File: src/rtl/sercfg_pkg.sv
// Package: shared frame geometry and select codes for the serial
// configuration receiver. Field positions are fixed by the wire format.
package sercfg_pkg;

    localparam int FRAME_W = 16;
    localparam int SEL_W   = 4;
    localparam int SET_W   = 10;
    localparam int SEL_LSB = FRAME_W - SEL_W;   // 12
    localparam int SET_LSB = 2;                 // setting sits in D11..D2
    localparam int CNT_W   = $clog2(FRAME_W + 1);

    typedef enum logic [SEL_W-1:0] {
        SEL_GAIN  = 4'h0,
        SEL_SHUT  = 4'hA,
        SEL_RATE  = 4'hC,
        SEL_CLAMP = 4'hE
    } sel_e;

    typedef struct packed {
        logic [SEL_W-1:0] sel;
        logic [SET_W-1:0] setting;
        logic [1:0]       spare;
    } frame_t;

endpackage

File: src/rtl/sercfg_sync.sv
// Module: sercfg_sync
// Brings the three serial lines into the master clock domain through a
// chain of STAGES flops each. It then produces the synchronized levels and
// single-cycle edge pulses. Assumes the serial clock is at most a quarter of
// the master clock rate, so no edge is missed.
module sercfg_sync #(
    parameter int STAGES = 2
) (
    input  logic clk,
    input  logic rst_n,
    input  logic ser_clk,
    input  logic ser_dat,
    input  logic ser_en,
    output logic sclk_rise,
    output logic dat_s,
    output logic en_s,
    output logic en_rise,
    output logic en_fall
);
    localparam int NLINE = 3;
    // Idle values after reset: enable high, clock and data low.
    localparam logic [NLINE-1:0] IDLE = 3'b100;

    logic [NLINE-1:0] raw;
    logic [NLINE-1:0] synced;
    logic             sclk_q;
    logic             en_q;

    assign raw = {ser_en, ser_dat, ser_clk};

    for (genvar g = 0; g < NLINE; g++) begin : g_line
        logic [STAGES-1:0] pipe;
        // Shift the raw line through the synchronizer chain.
        always_ff @(posedge clk) begin
            if (!rst_n) pipe <= {STAGES{IDLE[g]}};
            else        pipe <= {pipe[STAGES-2:0], raw[g]};
        end
        assign synced[g] = pipe[STAGES-1];
    end

    // Delayed copies of the synchronized clock and enable for edge detection.
    always_ff @(posedge clk) begin
        if (!rst_n) begin
            sclk_q <= 1'b0;
            en_q   <= 1'b1;
        end else begin
            sclk_q <= synced[0];
            en_q   <= synced[2];
        end
    end

    assign dat_s     = synced[1];
    assign en_s      = synced[2];
    assign sclk_rise = synced[0] & ~sclk_q;
    assign en_rise   = synced[2] & ~en_q;
    assign en_fall   = ~synced[2] & en_q;

endmodule

File: src/rtl/sercfg_shift.sv
// Module: sercfg_shift
// Collects serial bits while enable is low and keeps the newest FRAME_W of
// them. A saturating counter records whether a full frame has arrived.
// Assumes enable falling marks the start of each frame.
module sercfg_shift
    import sercfg_pkg::*;
(
    input  logic               clk,
    input  logic               rst_n,
    input  logic               sclk_rise,
    input  logic               dat_s,
    input  logic               en_s,
    input  logic               en_fall,
    output logic [FRAME_W-1:0] frame,
    output logic               frame_full
);
    logic [CNT_W-1:0] bit_cnt;
    logic             take_bit;

    assign take_bit = sclk_rise & ~en_s;

    // Shift a new bit in at the LSB on each serial clock edge inside a frame.
    always_ff @(posedge clk) begin
        if (!rst_n)        frame <= '0;
        else if (take_bit) frame <= {frame[FRAME_W-2:0], dat_s};
    end

    // Count received bits, cleared at frame start, saturating at FRAME_W.
    always_ff @(posedge clk) begin
        if (!rst_n)
            bit_cnt <= '0;
        else if (en_fall)
            bit_cnt <= '0;
        else if (take_bit && bit_cnt != CNT_W'(FRAME_W))
            bit_cnt <= bit_cnt + 1'b1;
    end

    assign frame_full = (bit_cnt == CNT_W'(FRAME_W));

endmodule

File: src/rtl/sercfg_regs.sv
// Module: sercfg_regs
// Decodes a committed frame and updates the addressed setting register.
// Raises a one-cycle write strobe for each accepted command. Short frames
// and unknown selects are dropped. Defaults load on reset.
module sercfg_regs
    import sercfg_pkg::*;
#(
    parameter logic [SET_W-1:0] GAIN_DEF = 10'h040,
    parameter logic [SET_W-1:0] SHUT_DEF = 10'h000
) (
    input  logic               clk,
    input  logic               rst_n,
    input  logic               commit,
    input  logic               frame_full,
    input  logic [FRAME_W-1:0] frame,
    output logic [SET_W-1:0]   gain_code,
    output logic [SET_W-1:0]   shutter_code,
    output logic               rate_dec,
    output logic               clamp_manual,
    output logic               wr_stb
);
    frame_t word;
    logic   hit_gain, hit_shut, hit_rate, hit_clamp;
    logic   accept;

    assign word = frame_t'(frame);

    // Decode the select nibble of a committed full frame.
    always_comb begin
        hit_gain  = 1'b0;
        hit_shut  = 1'b0;
        hit_rate  = 1'b0;
        hit_clamp = 1'b0;
        if (commit && frame_full) begin
            case (word.sel)
                SEL_GAIN:  hit_gain  = 1'b1;
                SEL_SHUT:  hit_shut  = 1'b1;
                SEL_RATE:  hit_rate  = 1'b1;
                SEL_CLAMP: hit_clamp = 1'b1;
                default:   ;
            endcase
        end
    end

    assign accept = hit_gain | hit_shut | hit_rate | hit_clamp;

    // Update the addressed register; load defaults on reset.
    always_ff @(posedge clk) begin
        if (!rst_n) begin
            gain_code    <= GAIN_DEF;
            shutter_code <= SHUT_DEF;
            rate_dec     <= 1'b0;
            clamp_manual <= 1'b0;
        end else begin
            if (hit_gain)  gain_code    <= word.setting;
            if (hit_shut)  shutter_code <= word.setting;
            if (hit_rate)  rate_dec     <= word.setting[0];
            if (hit_clamp) clamp_manual <= word.setting[0];
        end
    end

    // One-cycle strobe aligned with the register update.
    always_ff @(posedge clk) begin
        if (!rst_n) wr_stb <= 1'b0;
        else        wr_stb <= accept;
    end

endmodule

File: src/rtl/sercfg_rx.sv
// Module: sercfg_rx (top)
// Three-wire serial configuration receiver: synchronizer, frame shifter and
// register decoder. Assumes the serial clock is at most a quarter of clk and
// that the reset is synchronous and active low.
module sercfg_rx
    import sercfg_pkg::*;
#(
    parameter int                SYNC_STAGES = 2,
    parameter logic [SET_W-1:0]  GAIN_DEF    = 10'h040,
    parameter logic [SET_W-1:0]  SHUT_DEF    = 10'h000
) (
    input  logic             clk,
    input  logic             rst_n,
    input  logic             ser_en,
    input  logic             ser_clk,
    input  logic             ser_dat,
    output logic [SET_W-1:0] gain_code,
    output logic [SET_W-1:0] shutter_code,
    output logic             rate_dec,
    output logic             clamp_manual,
    output logic             wr_stb
);
    logic               sclk_rise, dat_s, en_s, en_rise, en_fall;
    logic [FRAME_W-1:0] frame;
    logic               frame_full;

    sercfg_sync #(.STAGES(SYNC_STAGES)) u_sync (
        .clk       (clk),
        .rst_n     (rst_n),
        .ser_clk   (ser_clk),
        .ser_dat   (ser_dat),
        .ser_en    (ser_en),
        .sclk_rise (sclk_rise),
        .dat_s     (dat_s),
        .en_s      (en_s),
        .en_rise   (en_rise),
        .en_fall   (en_fall)
    );

    sercfg_shift u_shift (
        .clk        (clk),
        .rst_n      (rst_n),
        .sclk_rise  (sclk_rise),
        .dat_s      (dat_s),
        .en_s       (en_s),
        .en_fall    (en_fall),
        .frame      (frame),
        .frame_full (frame_full)
    );

    sercfg_regs #(.GAIN_DEF(GAIN_DEF), .SHUT_DEF(SHUT_DEF)) u_regs (
        .clk          (clk),
        .rst_n        (rst_n),
        .commit       (en_rise),
        .frame_full   (frame_full),
        .frame        (frame),
        .gain_code    (gain_code),
        .shutter_code (shutter_code),
        .rate_dec     (rate_dec),
        .clamp_manual (clamp_manual),
        .wr_stb       (wr_stb)
    );

endmodule

File: config.mk
export PLATFORM = sky130hd
export DESIGN_NAME = sercfg_rx
export DESIGN_NICKNAME = d
export VERILOG_FILES = /design/src/rtl/sercfg_pkg.sv /design/src/rtl/sercfg_sync.sv /design/src/rtl/sercfg_shift.sv /design/src/rtl/sercfg_regs.sv /design/src/rtl/sercfg_rx.sv
export SDC_FILE = /design/constraint.sdc
export NUM_CORES = 1
export LEC_CHECK = 0
export ABC_AREA = 1
export BUFFER_PORTS_ARGS = -buffer_cell sky130_fd_sc_hd__buf_2
export CORE_ASPECT_RATIO = 0.6
export CORE_MARGIN = 3
export CORE_UTILIZATION = 40
export DETAILED_ROUTE_END_ITERATION = 10
export PLACE_DENSITY_LB_ADDON = 0.15
export SLEW_MARGIN = 20
export SYNTH_ARGS = -nofsm -noshare
export SYNTH_HDL_FRONTEND = slang
export SYNTH_SLANG_ARGS = --single-unit
File: constraint.sdc
create_clock -name clk -period 1.65 [get_ports clk]
set_input_delay 0.165 -clock clk [delete_from_list [all_inputs] [get_ports clk]]
set_output_delay 0.165 -clock clk [all_outputs]
set_load 0.005 [all_outputs]
# [Word-level counts from Yosys, hierarchy flattened]
# Cells that the tools add are included.
[op_classes] add_sub_neg=1 mux=8 bitwise_logic=11 n_eq_ne=5 n_reduce_logical=4
[op_table] operator="equality test 4 bit, second input constant" n=3
[op_table] operator="2-to-1 mux 1 bit" n=8
[op_table] operator="adder 5 x 1 -> 5 bit, second input constant" n=1
[op_table] operator="equality test 5 bit, second input constant" n=1
[op_table] operator="!= test 5 bit, second input constant" n=1
[op_table] operator="AND 1 bit" n=4
[op_table] operator="logical NOT 4 bit" n=1
[op_table] operator="inverter 1 bit" n=4
[op_table] operator="bitwise OR 1 bit" n=3
[op_table] operator="logical AND 1 bit" n=2
[op_table] operator="OR reduction 2 bit" n=1
[word_totals] register_bits=52

# [Depth between registers and ports, before layout]
# Gate-level depths: netlist of the first run.
[logic_depth] ltp_word=7 ltp_mapped=10

# [Modules after synthesis]
# A second synthesis of the first run with hierarchy kept.
[hier_totals] cells_unflattened=277 area_unflattened_um2=2123.3
[by_module_without_submodules] module="sercfg_regs" area_per_inst_um2=1023.5 instances=1 cells_each=133 seq_area_each_um2=460.4
[by_module_without_submodules] module="sercfg_shift" area_per_inst_um2=855.8 instances=1 cells_each=114 seq_area_each_um2=420.4
[by_module_without_submodules] module="sercfg_sync" area_per_inst_um2=244.0 instances=1 cells_each=30 seq_area_each_um2=160.2

# [Worst setup path after synthesis of the first run]
# OpenSTA, ideal clock, no wires.
[synth_timing] kind="reg-to-reg" startpoint="reg u_shift.bit_cnt[0]" endpoint="reg u_regs.gain_code[6]" setup_time_ns=0.130 path_slack_ns=0.373 path_buffers=1 period_less_slack_ns=1.277 stages_incl_launch_ff=11 arrival_time_ns=1.148 cell_sequence="dfxtp_1 -> inv_1 -> ha_1 -> nand2_1 -> inv_1 -> nand2_2 -> nor2_4 -> buf_6 -> nand2_1 -> nand2_1 -> nand3_1"
[synth_via] elab_chain_len=3
[synth_lines] element="from (decl)" line_no="sercfg_shift.sv:17" source="logic [CNT_W-1:0] bit_cnt;"
[synth_lines] element="from (signal assigned)" line_no="sercfg_shift.sv:35" source="bit_cnt <= bit_cnt + 1'b1;"
[synth_lines] element="equality test 5 bit" line_no="sercfg_shift.sv:38" source="assign frame_full = (bit_cnt == CNT_W'(FRAME_W));"
[synth_lines] element="logical AND 1 bit" line_no="sercfg_regs.sv:34" source="if (commit && frame_full) begin"
[synth_lines] element="2-to-1 mux 1 bit" line_no="sercfg_regs.sv:34"
[synth_lines] element="to (signal assigned)" line_no="sercfg_regs.sv:55" source="if (hit_gain) gain_code <= word.setting;"
[synth_lines] element="to (decl)" line_no="sercfg_regs.sv:16" source="output logic [SET_W-1:0] gain_code,"
# No other way between the ends.
# A chain may end at the register's enable or synchronous reset.

# [Final worst setup path of the first run]
[layout_timing] startpoint="reg u_shift.bit_cnt[0]" endpoint="reg u_shift.bit_cnt[0]"
[layout_via] elab_chain_len=2 elab_cells_between_ends=3
[layout_lines] element="branches (longest 2 deep; another with adder 5 x 1 -> 5 bit)"
# Parallel ways; which one is timed is not known.

==> implementation parameters, run 1 <==
Parameter                              Value

Finish
  Highest-count cells in the layout ignoring fill and taps ... sky130_fd_sc_hd__dfxtp_1, sky130_fd_sc_hd__nand2_1, sky130_fd_sc_hd__nor2_1
  Proportion of layout cells with a drive suffix above 1 ... 20.4%
  Area used by sequential logic in the layout ... 0.00104 sq mm
  NumNets Final ... 317
  Inserted Diodes ... 0
  Filler instances ... 501
  Area overhead of the layout relative to synthesis ... 14.1%
  Commonest non-fill, non-tap cell in the layout ... sky130_fd_sc_hd__dfxtp_1
  Combined area of the multi-input logic cells ... 885 sq um
  Final cell area excluding filler cells ... 0.00243 sq mm

Power and ir drop
  Portion of total power attributed to combinational logic ... 3.8%
  Int Pwr ... 1730 uW
  Lkg Pwr ... 0.00112 uW
  Peak supply drop ... 0.395 mV
  Switching part of the total ... 20.7%
  Power density over the cells ... 897 mW/mm^2
  Clock share of power ... 37.8%
  Part of the total power dissipated in sequential elements ... 58.4%
  Net switching power ... 451 uW

Worst hold path
  Min-Delay Path Class ... in -> reg

Critical path
  Worst path bufs/invs ... 3
  Top fanout value on the critical path ... 6
  Critical-path top delay cell ... sky130_fd_sc_hd__dfxtp_1
  Startpoint class of the critical path ... flip-flop
  Most prevalent standard cell on the critical path ... sky130_fd_sc_hd__nand2_1
  Type of element capturing the critical path ... flip-flop
  Critical path cell sequence ... inv_1 -> ha_1 -> nand2_1 -> inv_1 -> nand2_2 -> nand2_1 -> inv_2 -> nand2_1 -> a21oi_1
  Slowest stage delay, CP ... 400 ps
  Setup CP Type ... reg -> reg
  Worst Path Required ... 1890 ps
  Family with the most delay on the worst path ... flip-flops
  Critical Path AT ... 1700 ps

Floorplanning
  Horizontal extent of the die ... 100 um
  Total number of placement rows ... 19
  IO Pins ... 28
  Effective utilization at floorplan ... 43.9%
  Die height ... 62.5 um
  Die Outline Area ... 0.00627 sq mm
  Core box area ... 0.00485 sq mm

Run status
  Status ... completed

GRT
  Remaining global-route overflow ... 0
  Global-route wire length before repair ... 7210 um
  Global-route usage over all layers ... 14.6%
  Vias in the first global route ... 1490
  Pin count of the biggest net entering global routing ... 31
  Initial antenna violation count ... 0

Place
  # port buffers ... 27
  Placement Setup Slack ... 180 ps
  Cell area after placement ... 0.00233 sq mm
  Routability congestion estimate from global placement ... 0.777
  Post-detail-place hpwl ... 3120 um

Route
  # DRC ... 0
  DR iter-0 viols ... 100
  Via Count ... 1713
  Mean routed wirelength per cell ... 11.4 um
  Total Wirelength ... 4250 um
  Post-detailed-route via-to-cell ratio ... 4.60
  1st-pass router iterations ... 4
  Post-route ant nets ... 0

Clock tree
  Root buffer selected by CTS ... sky130_fd_sc_hd__clkbuf_8
  Count of hold-fix buffers inserted at cts ... 0
  Clock tree from TritonCTS ... yes
  # H-tree levels ... 2
  Clock-pin transition on the worst setup and hold timing paths ... 80 ps
  Clock buffer depth ... 2
  Clock Sink Count ... 52
  Worst skew pair latency ... 300 ps
  Post-CTS setup repair buffer count ... 0
  Total CTS buffers ... 5

Synth
  Synthesis warning total ... 0
  Synthesis-stage register bit count ... 52
  Largest family of logic cells by synthesized area ... simple AND/OR/NAND/NOR gates
  Area of the mapped netlist ... 0.00213 sq mm
  Synth Area in Simple Gates ... 30.2%
  Sequential cell area fraction in the yosys report ... 48.9%
  Post-synthesis share of cell area spent on full adders, half adders and majority gates ... 1.17%
  Synthesized instance count ... 282
  Per-instance average area after synthesis ... 7.56 sq um
  Syn_nets ... 289
  Post-synthesis cell type count ... 26
  Post-synthesis share of cell area spent on xor and xnor gates ... 0.411%
  Proportion of synthesized area in mux cells ... 0%
  Post-synthesis compound-gate area fraction ... 9.69%

STA
  Rel. slew slack ... 80.7%
  Share of the clock period used by the worst path after layout ... 88.5%
  Max Freq ... 685 MHz
  Final number of max-transition violations ... 0
  Setup slack after layout ... 191 ps
  Setup TNS ... 0 ps
  Final count of hold timing violations ... 0
  Period minus WS final ... 1460 ps
  Setup skew after layout ... 3.62 ps
  Final setup violation count ... 0
  Setup repair after global routing missed its margin ... false
  Worst-Margin Slew ... 289 ps

Run
  Reported max-cap violation count ... 0
[power by group through the flow]
stage	clock, uW	combinational, uW	sequential, uW
2_1_floorplan	0	62.5	1300
3_3_place_gp	0	82.3	1300
3_5_place_dp	0	82.8	1300
4_1_cts	851	83.1	1270
5_1_grt	901	95.0	1280
6_report	825	83.5	1270
[kinds of logic (layout without fill, tap and decap cells)]
family / after synthesis / in the layout
simple gates: 141 / 141
buf+inv: 47 / 74
fa+ha+maj: 2 / 2
flops: 52 / 52
compound gates: 39 / 39
xor+xnor: 1 / 1
[worst reg2reg max path, stage by stage, from the launching register on]
cell and delay, ps:
sky130_fd_sc_hd__dfxtp_1 400, sky130_fd_sc_hd__inv_1 80, sky130_fd_sc_hd__ha_1 190, sky130_fd_sc_hd__nand2_1 90, sky130_fd_sc_hd__inv_1 60, sky130_fd_sc_hd__nand2_2 80, sky130_fd_sc_hd__nand2_1 160, sky130_fd_sc_hd__inv_2 150
sky130_fd_sc_hd__nand2_1 70, sky130_fd_sc_hd__a21oi_1 110
[sequential cells by signal, indices dropped and copies added (netlist names)]
register / count
u_shift.frame: 16
u_regs.gain_code: 10
u_regs.shutter_code: 10
u_sync.g_line.pipe: 6
u_shift.bit_cnt: 5
u_regs.clamp_manual: 1
u_regs.rate_dec: 1
u_regs.wr_stb: 1
u_sync.en_q: 1
u_sync.sclk_q: 1
[cell type report]
type	instances	share of cell area, %
sequential	52	42.8
multi-input combinational	183	36.4
timing repair buffer	34	8.23
inverter	34	5.25
tap	63	3.24
clock buffer	5	2.83
clock inverter	1	1.24
[cell usage after synthesis (all sizes together)]
| cell type | count | area share [%] |
|---|---|---|
| o21ai | 18 | 4.4 |
| nand3b | 1 | 0.35 |
| clkbuf | 5 | 0.88 |
| or2 | 2 | 0.59 |
| inv | 33 | 5.8 |
| nor2 | 58 | 13 |
| xor2 | 1 | 0.41 |
| ha | 2 | 1.2 |
| nand2 | 53 | 9.8 |
| dfxtp | 52 | 49 |
| clkinv | 1 | 0.18 |
| a21oi | 21 | 5.3 |
| nand3 | 23 | 5.4 |
| buf | 8 | 2.8 |
| nand4 | 4 | 1.2 |
[final timing paths]
kind / startpoint / end / slack (ps) / cells past startpoint
worst max-delay path: u_shift.bit_cnt[0] / u_shift.bit_cnt[0] / 190 / 9
worst min-delay path: ser_clk / u_sync.g_line[0].pipe[0] / 40 / 3
worst max register to register: u_shift.bit_cnt[0] / u_shift.bit_cnt[0] / 190 / 9
worst min register to register: u_sync.g_line[0].pipe[0] / u_sync.g_line[0].pipe[1] / 420 / 2
[per-stage QoR]
| stage | utilization (%) | instances | hold slack, ps | total power, uW |
|---|---|---|---|---|
| CTS | 50.1 | 372 | 27.3 | 2210 |
| floorplan | - | 282 | 263 | 1360 |
| global route | 50.1 | 372 | 36.0 | 2270 |
| global placement | 48.1 | 366 | 349 | 1390 |
| finish | 50.1 | 372 | 40.1 | 2180 |
| detailed placement | 48.1 | 366 | 348 | 1390 |
[metal layers]
layer | wire length (um) | GRT usage, % | part of all wire [%]
met3 | 324 | 4.24 | 7.6
met4 | 69 | 6.05 | 1.6
met2 | 1440 | 17.2 | 34
met1 | 2410 | 23.2 | 57
met5 | 0 | 0 | 0
[timing repair]
item                       4_1_cts  5_1_grt
hold endpoints to repair         0        0
setup endpoints to repair        0        4
resized for setup                0        1
Power figures use the tool's default switching activity.
==> run 2: changes to the inputs <==
CORE_UTILIZATION = 56   (was 40)
==> run 2 against run 1 <==
Net effect: sequential cell count stayed put; critical path depth stayed put; combinational power is 4.6% lower; routed wire length is 5.6% lower; largest cell class unchanged; largest power group unchanged; highest routed layer unchanged.
==> implementation parameters, run 2 (synthesis gave the netlist of run 1 again) <==
Parameter                              Value

STA
  Setup slack after layout ... 196 ps (was 191 ps)
  Worst hold margin ... 35.8 ps (was 40.1 ps)
  Period minus WS final ... 1450 ps (was 1460 ps)
  Final count of hold timing violations ... 0 (unchanged)
  Setup TNS ... 0 ps (unchanged)
  Final setup violation count ... 0 (unchanged)
  Worst-Margin Slew ... 385 ps (was 289 ps)
  Setup repair after global routing missed its margin ... false (unchanged)
  Final number of max-transition violations ... 0 (unchanged)
  Max Freq ... 688 MHz (was 685 MHz)
  Share of the clock period used by the worst path after layout ... 88.1% (was 88.5%)
  Rel. slew slack ... 74.4% (was 80.7%)
  Setup skew after layout ... 2.46 ps (was 3.62 ps)

Critical path
  Stages on the worst setup path ... 9 (unchanged)
  Worst path bufs/invs ... 3 (unchanged)
  Critical path cell sequence ... inv_1 -> ha_1 -> nand2_1 -> inv_1 -> nand2_2 -> nand2_1 -> inv_2 -> nand2_1 -> a21oi_1 (unchanged)
  Setup CP Type ... reg -> reg (unchanged)
  Family with the most delay on the worst path ... flip-flops (unchanged)
  Depth of the worst register-to-register path ... 9 (unchanged)
  Critical Path AT ... 1700 ps (about the same)
  Critical-path top delay cell ... sky130_fd_sc_hd__dfxtp_1 (unchanged)
  Slowest stage delay, CP ... 410 ps (was 400 ps)
  Type of element capturing the critical path ... flip-flop (unchanged)
  Worst Path Required ... 1890 ps (about the same)
  Most prevalent standard cell on the critical path ... sky130_fd_sc_hd__nand2_1 (unchanged)
  Startpoint class of the critical path ... flip-flop (unchanged)
  Top fanout value on the critical path ... 6 (unchanged)

Power and ir drop
  Net switching power ... 478 uW (was 451 uW)
  Switching part of the total ... 22.6% (was 20.7%)
  Overall Power ... 2110 uW (was 2180 uW)
  Int Pwr ... 1640 uW (was 1730 uW)
  Part of the total power dissipated in sequential elements ... 60.2% (was 58.4%)
  Clock share of power ... 36.0% (was 37.8%)
  Power density over the cells ... 884 mW/mm^2 (was 897 mW/mm^2)
  Peak supply drop ... 0.628 mV (was 0.395 mV)
  Lkg Pwr ... 0.00111 uW (was 0.00112 uW)
  Portion of total power attributed to combinational logic ... 3.8% (about the same)

Finish
  Final cell area excluding filler cells ... 0.00239 sq mm (was 0.00243 sq mm)
  Highest-count cells in the layout ignoring fill and taps ... sky130_fd_sc_hd__dfxtp_1, sky130_fd_sc_hd__nand2_1, sky130_fd_sc_hd__nor2_1 (unchanged)
  Commonest non-fill, non-tap cell in the layout ... sky130_fd_sc_hd__dfxtp_1 (unchanged)
  NumNets Final ... 315 (was 317)
  Proportion of layout cells with a drive suffix above 1 ... 20.4% (unchanged)
  Filler instances ... 307 (was 501)
  Area overhead of the layout relative to synthesis ... 12.2% (was 14.1%)
  Number of flip-flops in the largest register ... 16 (unchanged)
  Inserted Diodes ... 0 (unchanged)
  Top reg by flops ... u_shift.frame (unchanged)
  Biggest regs ... u_shift.frame: 16 flops, u_regs.gain_code: 10 flops, u_regs.shutter_code: 10 flops (unchanged)

Route
  Met2 layer wire length in the routed design ... 1480 um (was 1440 um)
  Total length of routed met3 wires ... 190 um (was 324 um)
  Post-route ant nets ... 0 (unchanged)
  DR iter-0 viols ... 88 (was 100)
  Mean routed wirelength per cell ... 11.3 um (was 11.4 um)
  Total Wirelength ... 4010 um (was 4250 um)
  Post-detailed-route via-to-cell ratio ... 4.88 (was 4.60)
  Wire length on met1 ... 2280 um (was 2410 um)
  Via Count ... 1726 (was 1713)
  # DRC ... 0 (unchanged)
  DR top layer ... met4 (unchanged)
  1st-pass router iterations ... 4 (unchanged)

GRT
  Global-route usage over all layers ... 19.4% (was 14.6%)
  Remaining global-route overflow ... 0 (unchanged)
  Global-route wire length before repair ... 6830 um (was 7210 um)
  Initial antenna violation count ... 0 (unchanged)
  Vias in the first global route ... 1464 (was 1490)
  Pin count of the biggest net entering global routing ... 45 (was 31)

Clock tree
  Clock Sink Count ... 52 (unchanged)
  Root buffer selected by CTS ... sky130_fd_sc_hd__clkbuf_8 (unchanged)
  Worst skew pair latency ... 300 ps (about the same)
  # H-tree levels ... 2 (unchanged)
  Count of hold-fix buffers inserted at cts ... 0 (unchanged)
  Clock buffer depth ... 2 (unchanged)
  Total CTS buffers ... 5 (unchanged)
  Clock tree from TritonCTS ... yes (unchanged)
  Clock-pin transition on the worst setup and hold timing paths ... 90 ps (was 80 ps)

Floorplanning
  IO Pins ... 28 (unchanged)
  Effective utilization at floorplan ... 61.9% (was 43.9%)
  Core box area ... 0.00344 sq mm (was 0.00485 sq mm)
  Die height ... 53.8 um (was 62.5 um)
  Die Outline Area ... 0.00461 sq mm (was 0.00627 sq mm)
  Total number of placement rows ... 16 (was 19)
  Horizontal extent of the die ... 85.6 um (was 100 um)

Worst hold path
  Min-Delay Path Class ... in -> reg (unchanged)
  Hold Path Depth ... 3 (unchanged)

Place
  Post-detail-place hpwl ... 2870 um (was 3120 um)
  Routability congestion estimate from global placement ... 0.857 (was 0.777)
  Cell area after placement ... 0.00229 sq mm (was 0.00233 sq mm)
  # port buffers ... 27 (unchanged)
  Placement Setup Slack ... 190 ps (was 180 ps)

Run status
  Status ... completed (unchanged)

Run
  Reported max-cap violation count ... 0 (unchanged)
-- run 2: cell count changes in the layout (fill, tap and decap cells not counted) --
cell,previous run,this run
sky130_fd_sc_hd__buf_4,6,4
sky130_fd_sc_hd__inv_6,0,1
sky130_fd_sc_hd__bufinv_16,1,0
sky130_fd_sc_hd__clkbuf_8,5,6
sky130_fd_sc_hd__clkinv_2,0,1
-- run 2: power by group through the flow --
stage | Combinational [uW] | Sequential [uW] | Clock [uW]
2_1_floorplan | 62.5 | 1300 | 0
3_3_place_gp | 77.7 | 1300 | 0
3_5_place_dp | 79.6 | 1300 | 0
4_1_cts | 80.0 | 1270 | 785
5_1_grt | 92.3 | 1280 | 820
6_report | 79.7 | 1270 | 761
-- run 2: through the flow --
step	utilization [%]	std cells
after floorplan	-	282
after global placement	66.6	346
after detailed placement	66.6	346
after CTS	69.4	354
after global routing	69.4	354
final	69.4	354
-- run 2: timing repair --
item,in CTS,in global routing
resized for setup,0,1
buffers inserted,0,0
endpoints found under the setup margin,0,2
-- run 2: final cells by class --
cell class	count	area, sq um	share of cell area, %
clock inverter	2	13.8	0.576
clock buffer	6	82.6	3.45
sequential	52	1040	43.5
inverter	34	128	5.34
timing repair buffer	32	185	7.74
multi-input combinational	183	885	37.0
tap	45	56.3	2.35
-- run 2: worst paths after layout --
check / startpoint / to / slack, ps
setup reg to reg: u_shift.bit_cnt[0] / u_shift.bit_cnt[4] / 200
hold reg to reg: u_sync.g_line[2].pipe[0] / u_sync.g_line[2].pipe[1] / 420
hold / removal: ser_clk / u_sync.g_line[0].pipe[0] / 40
setup / recovery: u_shift.bit_cnt[0] / u_shift.bit_cnt[4] / 200
-- run 2: per-layer routing --
layer,up-vias,GRT usage (%)
li1,935,-
met1,753,28.7
met2,33,26.0
met3,5,5.05
met4,0,8.68
met5,-,0
-- run 2: worst register-to-register path: cells and delay by family, from the launching register on --
family / cells / cell delay (ps)
flip-flops: 1 / 410
AND/OR/NAND/NOR: 4 / 400
buffers and inverters: 3 / 290
adder cells (fa/ha/maj): 1 / 190
AO/OA/AOI/OAI: 1 / 110
==> run 3: changes to the inputs <==
REMOVE_ABC_BUFFERS = 1   (was unset)
==> run 3 against run 2 <==
Net effect: routed wire length is 3.3% lower; power is 1.3% lower; critical endpoint is now u_shift.bit_cnt[0]; combinational power is 1% lower; final area is 0.10% lower; count of clock-buffer cells in the layout stayed put; sequential share of layout area is 0.15 points higher; largest power group unchanged; largest cell class unchanged; non-clock buffer count stayed put; worst setup slack better by 63 ps; cell count is 0.28% lower.
==> implementation parameters, run 3 (synthesis gave the netlist of run 1 again) <==
Parameter                              Value

Run status
  Status ... completed (unchanged)

Finish
  NumNets Final ... 315 (unchanged)
  Top reg by flops ... u_shift.frame (unchanged)
  Final cell area excluding filler cells ... 0.00239 sq mm (about the same)
  Fraction of the core area covered by cells at the end of the flow ... 69.4% (about the same)
  Proportion of layout cells with a drive suffix above 1 ... 20.8% (was 20.4%)
  Highest-count cells in the layout ignoring fill and taps ... sky130_fd_sc_hd__nand2_1, sky130_fd_sc_hd__nor2_1, sky130_fd_sc_hd__dfxtp_1 (was sky130_fd_sc_hd__dfxtp_1, sky130_fd_sc_hd__nand2_1, sky130_fd_sc_hd__nor2_1)
  Number of flip-flops in the largest register ... 16 (unchanged)
  Biggest regs ... u_shift.frame: 16 flops, u_regs.gain_code: 10 flops, u_regs.shutter_code: 10 flops (unchanged)
  Area overhead of the layout relative to synthesis ... 12.1% (was 12.2%)
  Commonest non-fill, non-tap cell in the layout ... sky130_fd_sc_hd__nand2_1 (was sky130_fd_sc_hd__dfxtp_1)
  Filler instances ... 306 (was 307)
  Inserted Diodes ... 0 (unchanged)

GRT
  Global-route usage over all layers ... 18.9% (was 19.4%)
  Remaining global-route overflow ... 0 (unchanged)
  Vias in the first global route ... 1479 (was 1464)
  Met3 global-route usage ... 5.20% (was 5.05%)
  Pin count of the biggest net entering global routing ... 45 (unchanged)
  Met2 Use GR ... 28.0% (was 26.0%)
  Met1 track demand over resource in global routing ... 26.5% (was 28.7%)
  Global-route wire length before repair ... 6680 um (was 6830 um)
  Busiest layer in global routing ... met2 (was met1)
  Initial antenna violation count ... 0 (unchanged)

Critical path
  Critical-path top delay cell ... sky130_fd_sc_hd__dfxtp_2 (was sky130_fd_sc_hd__dfxtp_1)
  Top fanout value on the critical path ... 6 (unchanged)
  Worst path bufs/invs ... 3 (unchanged)
  Worst Path Required ... 1880 ps (was 1890 ps)
  End of the worst register-to-register path ... u_shift.bit_cnt[0] (was u_shift.bit_cnt[4])
  Depth of the worst register-to-register path ... 9 (unchanged)
  Most prevalent standard cell on the critical path ... sky130_fd_sc_hd__nand2_1 (unchanged)
  Family with the most delay on the worst path ... simple AND/OR/NAND/NOR gates (was flip-flops)
  Setup crit start ... u_shift.bit_cnt[0] (unchanged)
  Setup slack of the most critical reg-to-reg path ... 260 ps (was 200 ps)
  Worst reg2reg startpoint ... u_shift.bit_cnt[0] (unchanged)
  Type of element capturing the critical path ... flip-flop (unchanged)
  Critical Path AT ... 1620 ps (was 1700 ps)
  Startpoint class of the critical path ... flip-flop (unchanged)
  Critical path cell sequence ... inv_1 -> ha_1 -> nand2_1 -> inv_1 -> nand2_2 -> nand2_1 -> inv_2 -> nand2_1 -> a21oi_1 (unchanged)
  Setup CP Type ... reg -> reg (unchanged)
  Slowest stage delay, CP ... 370 ps (was 410 ps)

Power and ir drop
  Switching part of the total ... 21.9% (was 22.6%)
  Lkg Pwr ... 0.00110 uW (was 0.00111 uW)
  Power density over the cells ... 873 mW/mm^2 (was 884 mW/mm^2)
  Part of the total power dissipated in sequential elements ... 61.0% (was 60.2%)
  Clock share of power ... 35.2% (was 36.0%)
  Peak supply drop ... 0.641 mV (was 0.628 mV)
  Overall Power ... 2090 uW (was 2110 uW)
  Int Pwr ... 1630 uW (was 1640 uW)
  Net switching power ... 458 uW (was 478 uW)
  Portion of total power attributed to combinational logic ... 3.8% (about the same)

STA
  Period minus WS final ... 1390 ps (was 1450 ps)
  Setup TNS ... 0 ps (unchanged)
  Final number of max-transition violations ... 0 (unchanged)
  Worst-Margin Slew ... 382 ps (was 385 ps)
  Worst hold margin ... 36.7 ps (was 35.8 ps)
  Setup repair after global routing missed its margin ... false (unchanged)
  Share of the clock period used by the worst path after layout ... 84.3% (was 88.1%)
  Final count of hold timing violations ... 0 (unchanged)
  Max Freq ... 719 MHz (was 688 MHz)
  Final setup violation count ... 0 (unchanged)
  Rel. slew slack ... 74.6% (was 74.4%)
  Setup skew after layout ... 10.2 ps (was 2.46 ps)

Worst hold path
  Capture endpoint of the worst hold path ... u_sync.g_line[0].pipe[0] (unchanged)
  Min-Delay Path Class ... in -> reg (unchanged)
  Worst min-delay path startpoint ... ser_clk (unchanged)
  Hold Path Depth ... 3 (unchanged)

Clock tree
  Clock Sink Count ... 52 (unchanged)
  Clock-pin transition on the worst setup and hold timing paths ... 90 ps (about the same)
  Clock tree from TritonCTS ... yes (unchanged)
  Worst skew pair latency ... 300 ps (about the same)
  Total CTS buffers ... 5 (unchanged)
  Count of hold-fix buffers inserted at cts ... 0 (unchanged)
  # H-tree levels ... 2 (unchanged)
  Root buffer selected by CTS ... sky130_fd_sc_hd__clkbuf_8 (unchanged)
  Clock buffer depth ... 2 (unchanged)
  Post-CTS setup repair buffer count ... 0 (unchanged)

Place
  Post-detail-place hpwl ... 2700 um (was 2870 um)
  Cell area after placement ... 0.00229 sq mm (unchanged)
  # port buffers ... 27 (unchanged)
  Routability congestion estimate from global placement ... 0.846 (was 0.857)

Route
  1st-pass router iterations ... 4 (unchanged)
  Post-detailed-route via-to-cell ratio ... 4.86 (was 4.88)
  DR iter-0 viols ... 120 (was 88)
  Mean routed wirelength per cell ... 11.0 um (was 11.3 um)
  Total Wirelength ... 3870 um (was 4010 um)
  # DRC ... 0 (unchanged)
  Via Count ... 1715 (was 1726)
  Post-route ant nets ... 0 (unchanged)

Run
  Reported max-cap violation count ... 0 (unchanged)

Floorplanning
  Die Outline Area ... 0.00461 sq mm (unchanged)
  Die height ... 53.8 um (unchanged)
  Horizontal extent of the die ... 85.6 um (unchanged)
  Effective utilization at floorplan ... 61.9% (unchanged)
  Core box area ... 0.00344 sq mm (unchanged)
  Total number of placement rows ... 16 (unchanged)
  IO Pins ... 28 (unchanged)
==> run 3: changes by cell type in the layout (fill, tap and decap cells not counted), sizes merged <==
cell / delta
inv: -1
==> run 3: worst max path at each step <==
stage | slack [ps] | depth (start not counted) | endpoint
after floorplan | 220 | 7 | u_shift.bit_cnt[1]
after global placement | 270 | 9 | u_shift.bit_cnt[4]
after detailed placement | 180 | 9 | u_shift.bit_cnt[0]
after CTS | 160 | 9 | u_shift.bit_cnt[0]
after global routing | 40 | 9 | u_shift.bit_cnt[0]
final | 260 | 9 | u_shift.bit_cnt[0]
==> run 3: worst min-delay path, cell delays in order <==
cell	delay, ps
sky130_fd_sc_hd__buf_2	70
sky130_fd_sc_hd__nand2_1	40
sky130_fd_sc_hd__inv_1	40
==> run 3: layout make-up <==
cell class	count	area, sq um	share of cell area, %
Clock buffer	6	82.6	3.46
Clock inverter	1	8.76	0.367
Inverter	34	128	5.34
Multi-Input combinational cell	183	885	37.0
Sequential cell	52	1040	43.7
Tap cell	45	56.3	2.36
Timing Repair Buffer	32	185	7.75
==> run 3: power by group through the flow <==
stage               registers, uW  clock network, uW  logic (uW)
finish                       1270                734        78.9
CTS                          1270                754        79.1
global route                 1280                802        92.0
detailed placement           1300                  0        78.3
global placement             1300                  0        77.9
floorplan                    1300                  0        48.8
==> run 3: per-stage QoR <==
| step | setup slack, ps | std cells |
|---|---|---|
| after global placement | 274 | 346 |
| after floorplan | 219 | 269 |
| final | 259 | 353 |
| after global routing | 41.1 | 353 |
| after detailed placement | 184 | 346 |
| after CTS | 160 | 353 |
==> run 3: timing repair <==
action,CTS,global route
endpoints found under the setup margin,0,5
gates resized for setup,0,3
endpoints found under the hold margin,0,0
==> run 3: layer usage <==
metal | wire (um) | share of wire, %
met5 | 0 | 0
met4 | 29 | 0.75
met3 | 281 | 7.3
met2 | 1550 | 40
met1 | 2010 | 52
